### src/rtl/tag_ecc_pkg.sv
package tag_ecc_pkg;

    // Hamming check bits, enough for up to 57 data bits
    localparam int CHK_BITS = 6;

    typedef enum logic [1:0] {
        ST_RUN    = 2'd0,
        ST_FIX    = 2'd1,
        ST_REREAD = 2'd2
    } scrub_state_e;

    typedef enum logic [1:0] {
        ECC_CLEAN  = 2'd0,
        ECC_CORR   = 2'd1,
        ECC_UNCORR = 2'd2
    } ecc_status_e;

    function automatic logic is_pow2(input int p);
        return (p > 0) && ((p & (p - 1)) == 0);
    endfunction

endpackage

### src/rtl/tag_secded_enc.sv
module tag_secded_enc import tag_ecc_pkg::*; #(
    parameter int DW = 33,
    localparam int N  = DW + CHK_BITS,
    localparam int CW = N + 1
) (
    input  logic [DW-1:0] data_i,
    output logic [CW-1:0] cw_o
);

    logic [N:1] pos;

    always_comb begin
        int unsigned k;
        logic        par;
        k   = 0;
        pos = '0;
        // place data bits in non-power-of-two positions
        for (int p = 1; p <= N; p++) begin
            if (!is_pow2(p)) begin
                pos[p] = data_i[k];
                k++;
            end
        end
        // each check bit covers positions that have its bit set
        for (int c = 0; c < CHK_BITS; c++) begin
            par = 1'b0;
            for (int p = 1; p <= N; p++) begin
                if (((p >> c) & 1) == 1 && !is_pow2(p)) par ^= pos[p];
            end
            pos[1 << c] = par;
        end
        cw_o = {^pos, pos};
    end

endmodule

### src/rtl/tag_secded_dec.sv
module tag_secded_dec import tag_ecc_pkg::*; #(
    parameter int DW = 33,
    localparam int N  = DW + CHK_BITS,
    localparam int CW = N + 1
) (
    input  logic [CW-1:0] cw_i,
    output ecc_status_e   status_o,
    output logic [CW-1:0] fixed_o,
    output logic [DW-1:0] data_o
);

    logic [CHK_BITS-1:0] syn;
    logic                odd;

    always_comb begin
        syn = '0;
        for (int p = 1; p <= N; p++) begin
            if (cw_i[p-1]) syn ^= CHK_BITS'(p);
        end
        odd = ^cw_i;
    end

    always_comb begin
        fixed_o  = cw_i;
        status_o = ECC_CLEAN;
        if (!odd) begin
            // even overall parity: clean or double error
            status_o = (syn == '0) ? ECC_CLEAN : ECC_UNCORR;
        end else if (syn == '0) begin
            // only the overall parity bit flipped
            fixed_o[CW-1] = ~cw_i[CW-1];
            status_o      = ECC_CORR;
        end else if (int'(syn) <= N) begin
            fixed_o[int'(syn)-1] = ~cw_i[int'(syn)-1];
            status_o             = ECC_CORR;
        end else begin
            // syndrome points outside the word: multi-bit error
            status_o = ECC_UNCORR;
        end
    end

    always_comb begin
        int unsigned k;
        k      = 0;
        data_o = '0;
        for (int p = 1; p <= N; p++) begin
            if (!is_pow2(p)) begin
                data_o[k] = fixed_o[p-1];
                k++;
            end
        end
    end

endmodule

### src/rtl/tag_way_probe.sv
module tag_way_probe import tag_ecc_pkg::*; #(
    parameter int TAG_W = 32,
    localparam int DW = TAG_W + 1,
    localparam int CW = DW + CHK_BITS + 1
) (
    input  logic [CW-1:0]    cw_i,
    input  logic [TAG_W-1:0] cmp_tag_i,
    input  logic             killed_i,
    output logic             match_o,
    output logic             err_o,
    output ecc_status_e      status_o,
    output logic [CW-1:0]    fixed_o
);

    logic [DW-1:0] word;

    tag_secded_dec #(.DW(DW)) i_dec (
        .cw_i     (cw_i),
        .status_o (status_o),
        .fixed_o  (fixed_o),
        .data_o   (word)
    );

    // a killed way neither hits nor raises an error
    always_comb begin
        err_o   = !killed_i && (status_o != ECC_CLEAN);
        match_o = !killed_i && (status_o == ECC_CLEAN) &&
                  word[DW-1] && (word[TAG_W-1:0] == cmp_tag_i);
    end

endmodule

### src/rtl/tag_ecc_scrubber.sv
module tag_ecc_scrubber import tag_ecc_pkg::*; #(
    parameter int TAG_W = 32,
    parameter int SET_W = 6,
    parameter int WAYS  = 4,
    localparam int WAY_W = (WAYS > 1) ? $clog2(WAYS) : 1,
    localparam int DW    = TAG_W + 1,
    localparam int CW    = DW + CHK_BITS + 1
) (
    input  logic                 clk,
    input  logic                 rst,
    input  logic                 req_valid,
    output logic                 req_ready,
    input  logic [SET_W-1:0]     req_set,
    input  logic [TAG_W-1:0]     req_tag,
    output logic                 rsp_valid,
    output logic                 rsp_hit,
    output logic [WAY_W-1:0]     rsp_way,
    output logic                 ram_rd_en,
    output logic [SET_W-1:0]     ram_rd_set,
    input  logic [WAYS*CW-1:0]   ram_rd_data,
    output logic                 ram_wr_en,
    output logic [SET_W-1:0]     ram_wr_set,
    output logic [WAY_W-1:0]     ram_wr_way,
    output logic [CW-1:0]        ram_wr_data,
    output logic                 err_valid,
    output logic [SET_W-1:0]     err_set,
    output logic [WAY_W-1:0]     err_way,
    output logic                 err_uncorr
);

    scrub_state_e     state_q;
    logic             s1_valid_q, s1_retry_q;
    logic [SET_W-1:0] s1_set_q;
    logic [TAG_W-1:0] s1_tag_q;
    logic [WAYS-1:0]  kill_q;
    logic [WAY_W-1:0] last_way_q;
    logic             last_corr_q;
    logic [WAY_W-1:0] fix_way_q;
    logic             fix_uncorr_q;
    logic [CW-1:0]    fix_cw_q;

    logic [WAYS-1:0]  way_match, way_err;
    ecc_status_e      way_status [WAYS];
    logic [CW-1:0]    way_fixed  [WAYS];
    logic [CW-1:0]    inv_cw;

    // encoded empty entry used to invalidate a way
    tag_secded_enc #(.DW(DW)) i_inv_enc (
        .data_i ('0),
        .cw_o   (inv_cw)
    );

    for (genvar w = 0; w < WAYS; w++) begin : g_way
        tag_way_probe #(.TAG_W(TAG_W)) i_probe (
            .cw_i      (ram_rd_data[w*CW +: CW]),
            .cmp_tag_i (s1_tag_q),
            .killed_i  (kill_q[w]),
            .match_o   (way_match[w]),
            .err_o     (way_err[w]),
            .status_o  (way_status[w]),
            .fixed_o   (way_fixed[w])
        );
    end

    // lowest-numbered faulty way and lowest matching way
    logic             found_err, found_hit;
    logic [WAY_W-1:0] sel_err_way, sel_hit_way;
    ecc_status_e      sel_status;
    logic [CW-1:0]    sel_fixed;

    always_comb begin
        found_err   = 1'b0;
        found_hit   = 1'b0;
        sel_err_way = '0;
        sel_hit_way = '0;
        sel_status  = ECC_CLEAN;
        sel_fixed   = '0;
        for (int w = WAYS - 1; w >= 0; w--) begin
            if (way_err[w]) begin
                found_err   = 1'b1;
                sel_err_way = WAY_W'(w);
                sel_status  = way_status[w];
                sel_fixed   = way_fixed[w];
            end
            if (way_match[w]) begin
                found_hit   = 1'b1;
                sel_hit_way = WAY_W'(w);
            end
        end
    end

    logic look_now, blocked, persistent, sel_uncorr, accept;

    always_comb begin
        look_now   = (state_q == ST_RUN) && s1_valid_q;
        blocked    = look_now && found_err;
        persistent = s1_retry_q && last_corr_q && (sel_err_way == last_way_q);
        sel_uncorr = (sel_status == ECC_UNCORR) || persistent;
        req_ready  = (state_q == ST_RUN) && !blocked;
        accept     = req_valid && req_ready;
    end

    // lookup response
    always_comb begin
        rsp_valid = look_now && !found_err;
        rsp_hit   = rsp_valid && found_hit;
        rsp_way   = rsp_hit ? sel_hit_way : '0;
    end

    // tag RAM ports
    always_comb begin
        ram_rd_en   = accept || (state_q == ST_REREAD);
        ram_rd_set  = (state_q == ST_REREAD) ? s1_set_q : req_set;
        ram_wr_en   = (state_q == ST_FIX);
        ram_wr_set  = s1_set_q;
        ram_wr_way  = fix_way_q;
        ram_wr_data = fix_cw_q;
    end

    // error report
    always_comb begin
        err_valid  = (state_q == ST_FIX);
        err_set    = s1_set_q;
        err_way    = fix_way_q;
        err_uncorr = fix_uncorr_q;
    end

    always_ff @(posedge clk) begin
        if (rst) begin
            state_q      <= ST_RUN;
            s1_valid_q   <= 1'b0;
            s1_retry_q   <= 1'b0;
            s1_set_q     <= '0;
            s1_tag_q     <= '0;
            kill_q       <= '0;
            last_way_q   <= '0;
            last_corr_q  <= 1'b0;
            fix_way_q    <= '0;
            fix_uncorr_q <= 1'b0;
            fix_cw_q     <= '0;
        end else begin
            unique case (state_q)
                ST_RUN: begin
                    if (blocked) begin
                        state_q      <= ST_FIX;
                        fix_way_q    <= sel_err_way;
                        fix_uncorr_q <= sel_uncorr;
                        fix_cw_q     <= sel_uncorr ? inv_cw : sel_fixed;
                    end else begin
                        s1_valid_q <= accept;
                        if (accept) begin
                            s1_set_q    <= req_set;
                            s1_tag_q    <= req_tag;
                            s1_retry_q  <= 1'b0;
                            kill_q      <= '0;
                            last_corr_q <= 1'b0;
                        end
                    end
                end
                ST_FIX: begin
                    state_q     <= ST_REREAD;
                    last_way_q  <= fix_way_q;
                    last_corr_q <= !fix_uncorr_q;
                    if (fix_uncorr_q) kill_q[fix_way_q] <= 1'b1;
                end
                ST_REREAD: begin
                    state_q    <= ST_RUN;
                    s1_retry_q <= 1'b1;
                end
                default: state_q <= ST_RUN;
            endcase
        end
    end


    err_single_pulse_chk: assert property (@(posedge clk) disable iff (rst)
        err_valid |=> !err_valid);


    retry_follows_fix_chk: assert property (@(posedge clk) disable iff (rst)
        ram_wr_en |=> (ram_rd_en && ram_rd_set == $past(ram_wr_set)));


    rsp_after_read_chk: assert property (@(posedge clk) disable iff (rst)
        rsp_valid |-> $past(ram_rd_en));


    no_rsp_during_scrub_chk: assert property (@(posedge clk) disable iff (rst)
        ram_wr_en |-> (!rsp_valid && !req_ready));


    kill_never_shrinks_chk: assert property (@(posedge clk) disable iff (rst)
        (s1_retry_q && !accept) |=> ($countones(kill_q) >= $countones($past(kill_q))));

endmodule

### config.mk
export PLATFORM = sky130hd
export DESIGN_NAME = tag_ecc_scrubber
export DESIGN_NICKNAME = d
export VERILOG_FILES = /design/src/rtl/tag_ecc_pkg.sv /design/src/rtl/tag_secded_enc.sv /design/src/rtl/tag_secded_dec.sv /design/src/rtl/tag_way_probe.sv /design/src/rtl/tag_ecc_scrubber.sv
export SDC_FILE = /design/constraint.sdc
export NUM_CORES = 1
export LEC_CHECK = 0
export BUFFER_PORTS_ARGS = -buffer_cell sky130_fd_sc_hd__buf_2
export CELL_PAD_IN_SITES_DETAIL_PLACEMENT = 1
export CELL_PAD_IN_SITES_GLOBAL_PLACEMENT = 1
export CORE_ASPECT_RATIO = 0.9
export CORE_UTILIZATION = 49
export CTS_CLUSTER_SIZE = 40
export DETAILED_ROUTE_END_ITERATION = 10
export GPL_TIMING_DRIVEN = 1
export MAX_ROUTING_LAYER = met4
export PLACE_DENSITY = 0.95
export SLEW_MARGIN = 20
export SYNTH_ARGS = -nofsm -noshare
export SYNTH_HDL_FRONTEND = slang
export SYNTH_HIERARCHICAL = 1
export SYNTH_SLANG_ARGS = --single-unit
export TNS_END_PERCENT = 50
### constraint.sdc
create_clock -name clk -period 14.2 [get_ports clk]
set_input_delay 2.84 -clock clk [delete_from_list [all_inputs] [get_ports clk]]
set_output_delay 2.84 -clock clk [all_outputs]
set_load 0.01 [all_outputs]
==> Word-level counts from Yosys, hierarchy flattened <==
Index checks and enable logic that the tools add are counted.
{ "totals": {"regBits": 92, "output_inout_bits": 71, "elab_cells": 517} }
{ "op_classes": {"addsub": 4, "order_cmp": 14, "n_eq_ne": 12, "mux": 251, "bitwise_logic": 162, "reduce_logical": 63} }
{ "ops": {"columns": ["operator", "count"], "rows": [
  ["two-way mux 40 bit", 13],
  ["two-way mux 5 bit", 64],
  ["two-way mux 6 bit", 33],
  ["bitwise mux 40 bit", 4],
  ["parity 40 bit", 4],
  ["two-way mux 39 bit", 4],
  ["inverter 3 bit", 52],
  ["two-way mux 4 bit", 35],
  ["== test 32 bit", 4],
  ["inverter 2 bit", 52],
  ["inverter 4 bit", 24],
  ["two-way mux 2 bit", 38],
  ["two-way mux 3 bit", 16],
  ["< comparator 7 x 8 -> 1 bit, second input constant", 4],
  ["two-way mux 1 bit", 31],
  ["logical AND 1 bit", 29],
  ["greater-or-equal comparator 7 x 1 -> 1 bit, second input constant", 4],
  ["subtractor 6 x 1 -> 7 bit, second input constant", 4],
  ["binary-select mux 1 bit (select 6 bit)", 4],
  ["demux 1 bit (select 6 bit)", 4],
  ["less-or-equal comparator 6 bit, second input constant", 4],
  ["zero test 6 bit", 4],
  ["inverter 1 bit, first input constant", 20],
  ["inverter 5 bit", 4],
  ["other kinds (20)", 51]
]} }

==> Longest topological paths before layout <==
Gate-level depths: netlist (run 1).
{ "logic_depth": {"depth_word": 89, "mapped_depth": 25} }

==> By module <==
The synthesis (run 1) kept the hierarchy.
{ "by_module_without_submodules": {"columns": ["mod", "n_inst", "cells_each", "area_each_um2", "seq_area_each_um2"], "rows": [
  ["tag_secded_dec (g_way[1].i_probe.i_dec ...)", 2, 321, 2583.7, 0.0],
  ["tag_ecc_scrubber", 1, 597, 4954.8, 1841.8],
  ["tag_secded_dec (g_way[0].i_probe.i_dec)", 1, 313, 2637.5, 0.0],
  ["tag_secded_dec (g_way[3].i_probe.i_dec)", 1, 291, 2613.8, 0.0],
  ["tag_way_probe", 4, 46, 394.1, 0.0],
  ["tag_secded_enc", 1, 86, 942.2, 0.0]
]} }

==> Worst setup path after synthesis (run 1) <==
No wires, ideal clock.
{ "synth_timing": {"path_type": "in2out", "startpoint": "in ram_rd_data[30]", "endpoint": "out rsp_hit", "arrival_time_ps": 7908, "required_time_ps": 11360, "slack_ps": 3452, "cell_stages": 24, "path_cell_list": "clkbuf_1 xor2_1 xnor2_1 xnor3_1 xnor2_1 inv_1 clkbuf_1 ha_1 clkbuf_1 xnor3_1 buf_6 clkbuf_1 mux2i_1 a221o_1 a21oi_1 nor3_4 buf_6 mux2_2 xor2_1 nor4_2 nand4_1 nor3_2 nor2_1 a21oi_1"} }
{ "synth_between": {"elab_chain_cells": 26} }
{ "synth_lines": {"columns": ["element", "line", "text"], "rows": [
  ["start: declaration", "tag_ecc_scrubber.sv:20", "input logic [WAYS*CW-1:0] ram_rd_data,"],
  ["two-way mux 5 bit", "tag_secded_dec.sv:18", "if (cw_i[p-1]) syn ^= CHK_BITS'(p);"],
  ["two-way mux 6 bit", "tag_secded_dec.sv:18", null],
  ["inverter 2 bit (no line) / two-way mux 6 bit (equally long branches)", null, null],
  ["two-way mux 6 bit / inverter 2 bit (equally long branches)", null, null],
  ["two-way mux 6 bit", "tag_secded_dec.sv:18", null],
  ["inverter 3 bit (no line) / inverter 2 bit (equally long branches)", null, null],
  ["two-way mux 6 bit", "tag_secded_dec.sv:18", null],
  ["two-way mux 6 bit / inverter 3 bit (equally long branches)", null, null],
  ["[... 12 more ...]", null, null],
  ["two-way mux 39 bit", "tag_secded_dec.sv:29", "end else if (syn == '0) begin"],
  ["two-way mux 40 bit *", "tag_secded_dec.sv:26", "if (!odd) begin"],
  ["via g_way[0].i_probe.word[20]", "tag_way_probe.sv:15", "logic [DW-1:0] word;"],
  ["== test 32 bit *", "tag_way_probe.sv:28", "word[DW-1] && (word[TAG_W-1:0] == cmp_tag_i);"],
  ["logical AND 1 bit *", "tag_way_probe.sv:28", null],
  ["via way_match[0]", "tag_ecc_scrubber.sv:42", "logic [WAYS-1:0] way_match, way_err;"],
  ["two-way mux 1 bit *", "tag_ecc_scrubber.sv:85", "if (way_match[w]) begin"],
  ["logical AND 1 bit *", "tag_ecc_scrubber.sv:106", "rsp_hit = rsp_valid && found_hit;"],
  ["end: declaration", "tag_ecc_scrubber.sv:16", "output logic rsp_hit,"]
]} }
Mark *: on every way through the listed nets, which the timed path passes. The rest lies on a longest branch. The select of a mux whose other input is x is not followed.

==> results.ini, run 1 <==
[run_status]
run_status=completed

[floorplanning]
fp.coreArea_mm2=0.03609
die_w_um=203.4
start_util_pct=49.58
pin_count=272
dieHeight_um=183.3
die_area_mm2=0.03728
rows=66

[sta]
fin_crit_sh_pct=85.86
timing_worst_slew_pin_value_ps=976.8
final_period_minus_worst_setup_slack_ps=12190
max_freq_ghz=0.08202
rsz0062_at_grt=no
slew-limit-headroom_pct=34.75
hold_viol_final=0
fin_worst_hold_slack_ps=495.3
maxSlewViolCount=0
setup-tns-final_ps=0
setup-violations-final=0
fin_skew_ps=11.01

[logic_synthesis]
synth_seq_area_share_pct=10.29
post_synth.cell_area_avg_um2=8.468
synthDominantCellAreaShare_pct=10.29
yosys.cell_types.count=94
synth_async_sr_flop_share_pct=0
post_synth_inst_count=2113
ys.warnings.count=6
yosys-top-cells-area=sky130_fd_sc_hd__dfxtp_1 10%, sky130_fd_sc_hd__xnor2_1 9.2%, sky130_fd_sc_hd__xnor3_1 8.6%
synth_largest_area_cell=sky130_fd_sc_hd__dfxtp_1
ys.flop_type=sky130_fd_sc_hd__dfxtp_1
count_of_flip_flops_with_a_built_in_enable_after_synthesis=0
mappedNetlistArea_mm2=0.01789
yosys_register_bits=92

[worst_setup_path]
critPathLaunchType=input port
series_of_cell_instances_along_the_critical_path=buf_2 > xor2_1 > xnor2_1 > xnor3_1 > xor2_1 > buf_4 > inv_2 > ha_1 > inv_1 > xnor3_1 > xnor2_2 > buf_4 > mux2i_1 > mux4_2 > a21oi_1 > o41ai_1 > xor2_1 > nor4_2 > nand4_1 > nor3_2 > nor2_1 > nor4_1 > buf_2
cpMostUsedCell=sky130_fd_sc_hd__xor2_1
cp.required_ps=11360
rr_startpoint=kill_q[0]$_SDFFE_PP0P_
critical_path_class=input port to output port
ff2ff_path_depth=8
crit_cells=23
critical_path.max_fanout=19
critical_path_endpoint_category=output port
cp_slowest_cell=sky130_fd_sc_hd__o41ai_1
data_arrival_at_the_endpoint_of_the_critical_path_ps=9350
timing.reg2reg.setup_slack_ps=10830
critPathTopFamily=XOR/XNOR gates
cp_num_buf_inv=6
endpoint_of_the_most_critical_register_to_register_path=ram_wr_data[4]$_SDFFE_PP0P_
critical_path.max_stage_delay_ps=750

[clock_network]
clock_tree.buffer_depth=2
ctsRootBufferMaster=sky130_fd_sc_hd__clkbuf_16
worst_setup_hold_path_clk_slew_ps=70
cts_made_buffers=9
cts_hold_buffers=0
clock_insertion_delay_worst_skew_ps=370
ctsResizeCount=0
postCtsSetupBuffers=0
tritoncts_num_sinks=92
cts_tree=yes
clock_tree.htree_level_count=3

[placement]
io_buffers=271
place_congestion=1.072
detailed_place_hpwl_mm=58.98

[layout]
fin_util_pct=52.06
drive_gt1_share_pct=23.67
sequential_cell_area_mm2=0.001842
final.fill_count=4437
insertedDiodeCount=0
mostFrequentLayoutCell=sky130_fd_sc_hd__buf_2
area_growth_pct=4.993
layout.nets=2430
final_cell_mix=271 x sky130_fd_sc_hd__buf_2, 187 x sky130_fd_sc_hd__xnor2_1, 179 x sky130_fd_sc_hd__nor2_1, 172 x sky130_fd_sc_hd__xor2_1, 167 x sky130_fd_sc_hd__nand2_1
multi_input_area_mm2=0.01440

[worst_hold_path]
hold_path.startpoint=err_set[4]$_SDFFE_PP0P_
min_path_type=flip-flop to flip-flop
timing.hold.worst_endpoint=err_set[4]$_SDFFE_PP0P_
min_path_cells=2

[power]
internal_power_mw=2.124
pwr-share-comb_pct=88.3
seqPwrFrac_pct=6.3
p_sw_share_pct=61.64
power_density_mw_per_mm2=294.8
power.clock.fraction_pct=5.3
vdd.ir_drop.worst_v=0.0002315
total_power_mw=5.538
power.static_leakage_nw=8.022
switching_power_mw=3.414

[global_route]
grt_pass1_vias=17333
antenna_found_initial=0
grtUsageTotal_pct=39.83
globalRouteOverflowTotal=0
largest_net_degree_at_the_start_of_global_routing=54
grt_first_pass_wirelength_mm=108.5

[flow_run]
max-cap-violations=0

[detailed_routing]
route.antenna.remaining_nets=0
first_pass_drt_iterations=5
detail_route.wirelength_mm=73.13
route.detailed.vias_per_inst=6.395
dr_wl_cell_um=27.11
num_vias=17254
drtIter0Drc=1984
route.detailed.drc=0

-- power groups by stage --
stage                     Clock, mW  Combinational, mW  Sequential (mW)
after global placement            0               4.53            0.350
after global routing          0.309               5.14            0.351
after CTS                     0.299               4.70            0.347
after detailed placement          0               4.67            0.352
after floorplan                   0               3.64            0.344
final                         0.295               4.89            0.350
-- worst min-delay path: stages (launching register included) --
cell and delay (ps):
sky130_fd_sc_hd__dfxtp_1 330, sky130_fd_sc_hd__nand2_1 60, sky130_fd_sc_hd__a21oi_1 50
-- synth_stat cells, types with 7 or more instances --
cell                       instances
sky130_fd_sc_hd__o22ai_1          47
sky130_fd_sc_hd__clkbuf_1         53
sky130_fd_sc_hd__nand2b_1         14
sky130_fd_sc_hd__buf_2            35
sky130_fd_sc_hd__xnor2_2          10
sky130_fd_sc_hd__a21oi_1          95
sky130_fd_sc_hd__o21ai_1           7
sky130_fd_sc_hd__nor2_1          180
sky130_fd_sc_hd__o31ai_1          18
sky130_fd_sc_hd__mux2i_1          78
sky130_fd_sc_hd__xnor3_1          68
sky130_fd_sc_hd__mux2_2          110
sky130_fd_sc_hd__buf_6            19
sky130_fd_sc_hd__dfxtp_1          92
sky130_fd_sc_hd__a221oi_1         45
sky130_fd_sc_hd__a22oi_1          82
sky130_fd_sc_hd__nor4_2           16
sky130_fd_sc_hd__xor2_1          172
sky130_fd_sc_hd__nor3_1           51
sky130_fd_sc_hd__nand4_1          24
sky130_fd_sc_hd__or3_1            16
sky130_fd_sc_hd__inv_1            25
sky130_fd_sc_hd__xnor2_1         187
sky130_fd_sc_hd__ha_1             12
sky130_fd_sc_hd__mux4_2            9
sky130_fd_sc_hd__nand2_1         167
sky130_fd_sc_hd__o21ai_0          28
sky130_fd_sc_hd__nor4_1           29
sky130_fd_sc_hd__o211ai_1          7
sky130_fd_sc_hd__xor3_1           12
sky130_fd_sc_hd__and2_1            9
sky130_fd_sc_hd__buf_4           177
sky130_fd_sc_hd__mux2_4           28
sky130_fd_sc_hd__nand3_1          28
sky130_fd_sc_hd__nor2b_1          11
-- area by class of cell --
type,instances,share of cell area (%)
tap,476,3.170
timing repair buffer,288,7.899
multi-input combinational,1795,76.67
inverter,31,0.6194
clock inverter,6,0.6194
clock buffer,10,1.219
sequential,92,9.804
-- metrics by stage --
step	setup slack [ps]	cell area, µm²	cells
floorplan	3452	18240	2206
global placement	2264	18430	2682
detailed placement	2100	18430	2682
CTS	2074	18780	2698
global route	1688	18790	2698
finish	2008	18790	2698
-- per-layer routing --
metal / global-route usage [%] / routed length (µm) / vias up
li1: - / - / 7562
met1: 47.89 / 28420 / 8473
met5: - / 0 / -
met3: 5.686 / 6026 / 255
met2: 64.05 / 34050 / 964
met4: 22.20 / 4634 / 0
-- sequential cells by signal (all words and copies together), names as in the netlist, 2 cells and up --
signal / cells
ram_wr_data: 40
s1_tag_q: 32
err_set: 6
kill_q: 4
err_way: 2
last_way_q: 2
state_q: 2
-- worst max-delay path by stage --
stage	startpoint	to	slack, ps
after floorplan	ram_rd_data[30]	rsp_hit	3450
after global routing	ram_rd_data[106]	rsp_way[1]	1690
after CTS	ram_rd_data[130]	rsp_way[1]	2070
after global placement	ram_rd_data[96]	rsp_way[1]	2260
after detailed placement	ram_rd_data[130]	rsp_way[1]	2100
final	ram_rd_data[96]	rsp_way[1]	2010
-- cells by family after synthesis --
| logic type | after synthesis | synth area share [%] |
|---|---|---|
| simple gates | 587 | 16.22 |
| xor+xnor | 461 | 30.07 |
| compound gates | 414 | 16.21 |
| buf+inv | 319 | 11.46 |
| mux | 226 | 14.83 |
| flops | 92 | 10.29 |
| fa+ha+maj | 13 | 0.8951 |
| other cells | 1 | 0.02096 |
Power figures use the tool's default switching activity.
==> run 2, diff against run 1 <==
--- a/config.mk
+++ b/config.mk
@@ -8,13 +8,12 @@
 export BUFFER_PORTS_ARGS = -buffer_cell sky130_fd_sc_hd__buf_2
 export CELL_PAD_IN_SITES_DETAIL_PLACEMENT = 1
 export CELL_PAD_IN_SITES_GLOBAL_PLACEMENT = 1
-export CORE_ASPECT_RATIO = 0.9
-export CORE_UTILIZATION = 49
-export CTS_CLUSTER_SIZE = 40
+export CORE_ASPECT_RATIO = 0.6
+export CORE_UTILIZATION = 45
 export DETAILED_ROUTE_END_ITERATION = 10
 export GPL_TIMING_DRIVEN = 1
 export MAX_ROUTING_LAYER = met4
-export PLACE_DENSITY = 0.95
+export PLACE_DENSITY = 0.91
 export SLEW_MARGIN = 20
 export SYNTH_ARGS = -nofsm -noshare
 export SYNTH_HDL_FRONTEND = slang
==> constraint.sdc (replaced) <==
create_clock -name clk -period 12.3 [get_ports clk]
set_input_delay 2.46 -clock clk [delete_from_list [all_inputs] [get_ports clk]]
set_output_delay 2.46 -clock clk [all_outputs]
set_load 0.01 [all_outputs]
==> results.ini, run 2 (synthesis gave the netlist of run 1 again) <==
[placement]
place_congestion=1.117
detailed_place_hpwl_mm=62.06
placedInstanceArea_mm2=0.01853
io_buffers=271

[floorplanning]
die_area_mm2=0.04059
fp.coreArea_mm2=0.03910
rows=56
dieHeight_um=156.5
die_w_um=259.4
start_util_pct=45.76
pin_count=272

[layout]
finish.instance_area_mm2=0.01886
multi_input_area_mm2=0.01439
drive_gt1_share_pct=23.83
area_growth_pct=5.385
final.fill_count=4801
layout.nets=2436
mostFrequentLayoutCell=sky130_fd_sc_hd__buf_2
final_cell_mix=271 x sky130_fd_sc_hd__buf_2, 187 x sky130_fd_sc_hd__xnor2_1, 179 x sky130_fd_sc_hd__nor2_1, 172 x sky130_fd_sc_hd__xor2_1, 167 x sky130_fd_sc_hd__nand2_1
sequential_cell_area_mm2=0.001842
fin_util_pct=48.23
largest_reg_flops=40

[power]
vdd.ir_drop.worst_v=0.0002948
power.static_leakage_nw=8.032
power_density_mw_per_mm2=343.6

[global_route]
antenna_found_initial=1
grtUsageMet1_pct=50.75
grtUsageTotal_pct=37.85
largest_net_degree_at_the_start_of_global_routing=82
globalRouteOverflowTotal=0
grt_pass1_vias=17119
globalRoute.busiestLayer=met2
grt_first_pass_wirelength_mm=111.1
gr-usage-met2_pct=55.96
met3_usage_pct=9.864

[worst_setup_path]
cp_num_buf_inv=5
cp.required_ps=9840
rr_startpoint=kill_q[0]$_SDFFE_PP0P_
critical_path.max_fanout=19
critPathTopFamily=XOR/XNOR gates
critPathLaunchType=input port
data_arrival_at_the_endpoint_of_the_critical_path_ps=9140
critical_path.max_stage_delay_ps=700
series_of_cell_instances_along_the_critical_path=buf_2 > xnor2_2 > xnor3_1 > xnor2_1 > xor2_1 > buf_4 > inv_2 > ha_1 > inv_1 > xnor3_1 > xnor2_2 > mux2_2 > o22a_1 > nand3_1 > a21oi_1 > o41ai_1 > xor2_1 > nor4_2 > nand4_1 > nor3_2 > nor2_1 > nor4_1 > buf_2
timing.critical_path.from=ram_rd_data[110]
cp_slowest_cell=sky130_fd_sc_hd__o41ai_1
critical_path_endpoint_category=output port
critical_path_class=input port to output port

[detailed_routing]
dr_wl_cell_um=27.61
num_vias=17636
route.antenna.remaining_nets=0
drtIter0Drc=2167
route.detailed.drc=0
first_pass_drt_iterations=6
route.detailed.vias_per_inst=6.408
detail_route.wirelength_mm=76.00

[sta]
max_freq_ghz=0.08618
timing_worst_slew_pin_value_ps=1126
slew-limit-headroom_pct=24.75
fin_crit_sh_pct=94.34
fin_skew_ps=9.776
setup-violations-final=0
hold_viol_final=0
maxSlewViolCount=0
setup-tns-final_ps=0
rsz0062_at_grt=no
final_period_minus_worst_setup_slack_ps=11600

[clock_network]
cts_tree=yes
ctsResizeCount=0
cts_hold_buffers=0
ctsRootBufferMaster=sky130_fd_sc_hd__clkbuf_16
worst_setup_hold_path_clk_slew_ps=80
cts_made_buffers=9
clock_tree.buffer_depth=2
postCtsSetupBuffers=0
clock_tree.htree_level_count=3
clock_insertion_delay_worst_skew_ps=370
tritoncts_num_sinks=92

[worst_hold_path]
min_path_type=flip-flop to flip-flop
hold_path.startpoint=last_way_q[0]$_SDFFE_PP0P_

[flow_run]
max-cap-violations=0

[run_status]
run_status=completed

==> run 2: cell types whose count changed in the layout (fill, tap and decap cells not counted) <==
| cell | delta |
|---|---|
| sky130_fd_sc_hd__clkinv_4 | +1 |
| sky130_fd_sc_hd__nand2b_1 | +1 |
| sky130_fd_sc_hd__nand2b_2 | -1 |
| sky130_fd_sc_hd__diode_2 | +2 |
| sky130_fd_sc_hd__inv_6 | -1 |
| sky130_fd_sc_hd__o2bb2ai_1 | +1 |
| sky130_fd_sc_hd__buf_4 | +6 |
| sky130_fd_sc_hd__clkinvlp_4 | +1 |
| sky130_fd_sc_hd__o2bb2ai_2 | -1 |
| sky130_fd_sc_hd__inv_8 | +1 |
| sky130_fd_sc_hd__bufinv_16 | -2 |
| sky130_fd_sc_hd__clkinv_8 | +1 |
| sky130_fd_sc_hd__clkbuf_1 | -1 |
==> run 2: metrics by stage <==
stage	total power, mW	setup WS (ps)	hold slack [ps]	instances
final	6.479	696.1	496.8	2752
after global routing	6.752	576.3	522.1	2751
after CTS	6.212	894.0	488.6	2750
after detailed placement	5.877	901.5	478.9	2734
after global placement	5.707	1137	470.0	2734
after floorplan	4.604	2312	436.4	2206
==> run 2: worst paths after layout <==
path	cells after the start	end	slack [ps]
setup / recovery	23	rsp_way[1]	700
hold reg to reg	2	last_way_q[0]$_SDFFE_PP0P_	500
setup reg to reg	8	ram_wr_data[15]$_SDFFE_PP0P_	9060
hold / removal	2	last_way_q[0]$_SDFFE_PP0P_	500
==> run 2: worst min-delay path, delay by kind of cell, from the launching register on <==
family / cells / cell delay (ps)
AND/OR/NAND/NOR: 1 / 60
flip-flops: 1 / 330
AO/OA/AOI/OAI: 1 / 60
==> run 2: layout make-up <==
| type | count | area share (%) |
|---|---|---|
| Antenna cell | 2 | 0.02654 |
| Inverter | 31 | 0.6171 |
| Tap cell | 522 | 3.464 |
| Clock inverter | 7 | 0.4844 |
| Sequential cell | 92 | 9.768 |
| Clock buffer | 9 | 1.194 |
| Timing Repair Buffer | 294 | 8.109 |
| Multi-Input combinational cell | 1795 | 76.34 |
==> run 2: power by group <==
part	switching, mW	internal (mW)	total, mW
clock network	0.148	0.163	0.311
registers	0.0715	0.343	0.415
logic	3.81	1.94	5.75
==> run 2: layer usage <==
layer | wire [µm] | vias up
met2 | 32180 | 1161
met4 | 2293 | 0
met5 | 0 | -
met1 | 32050 | 8711
li1 | - | 7580
met3 | 9471 | 184
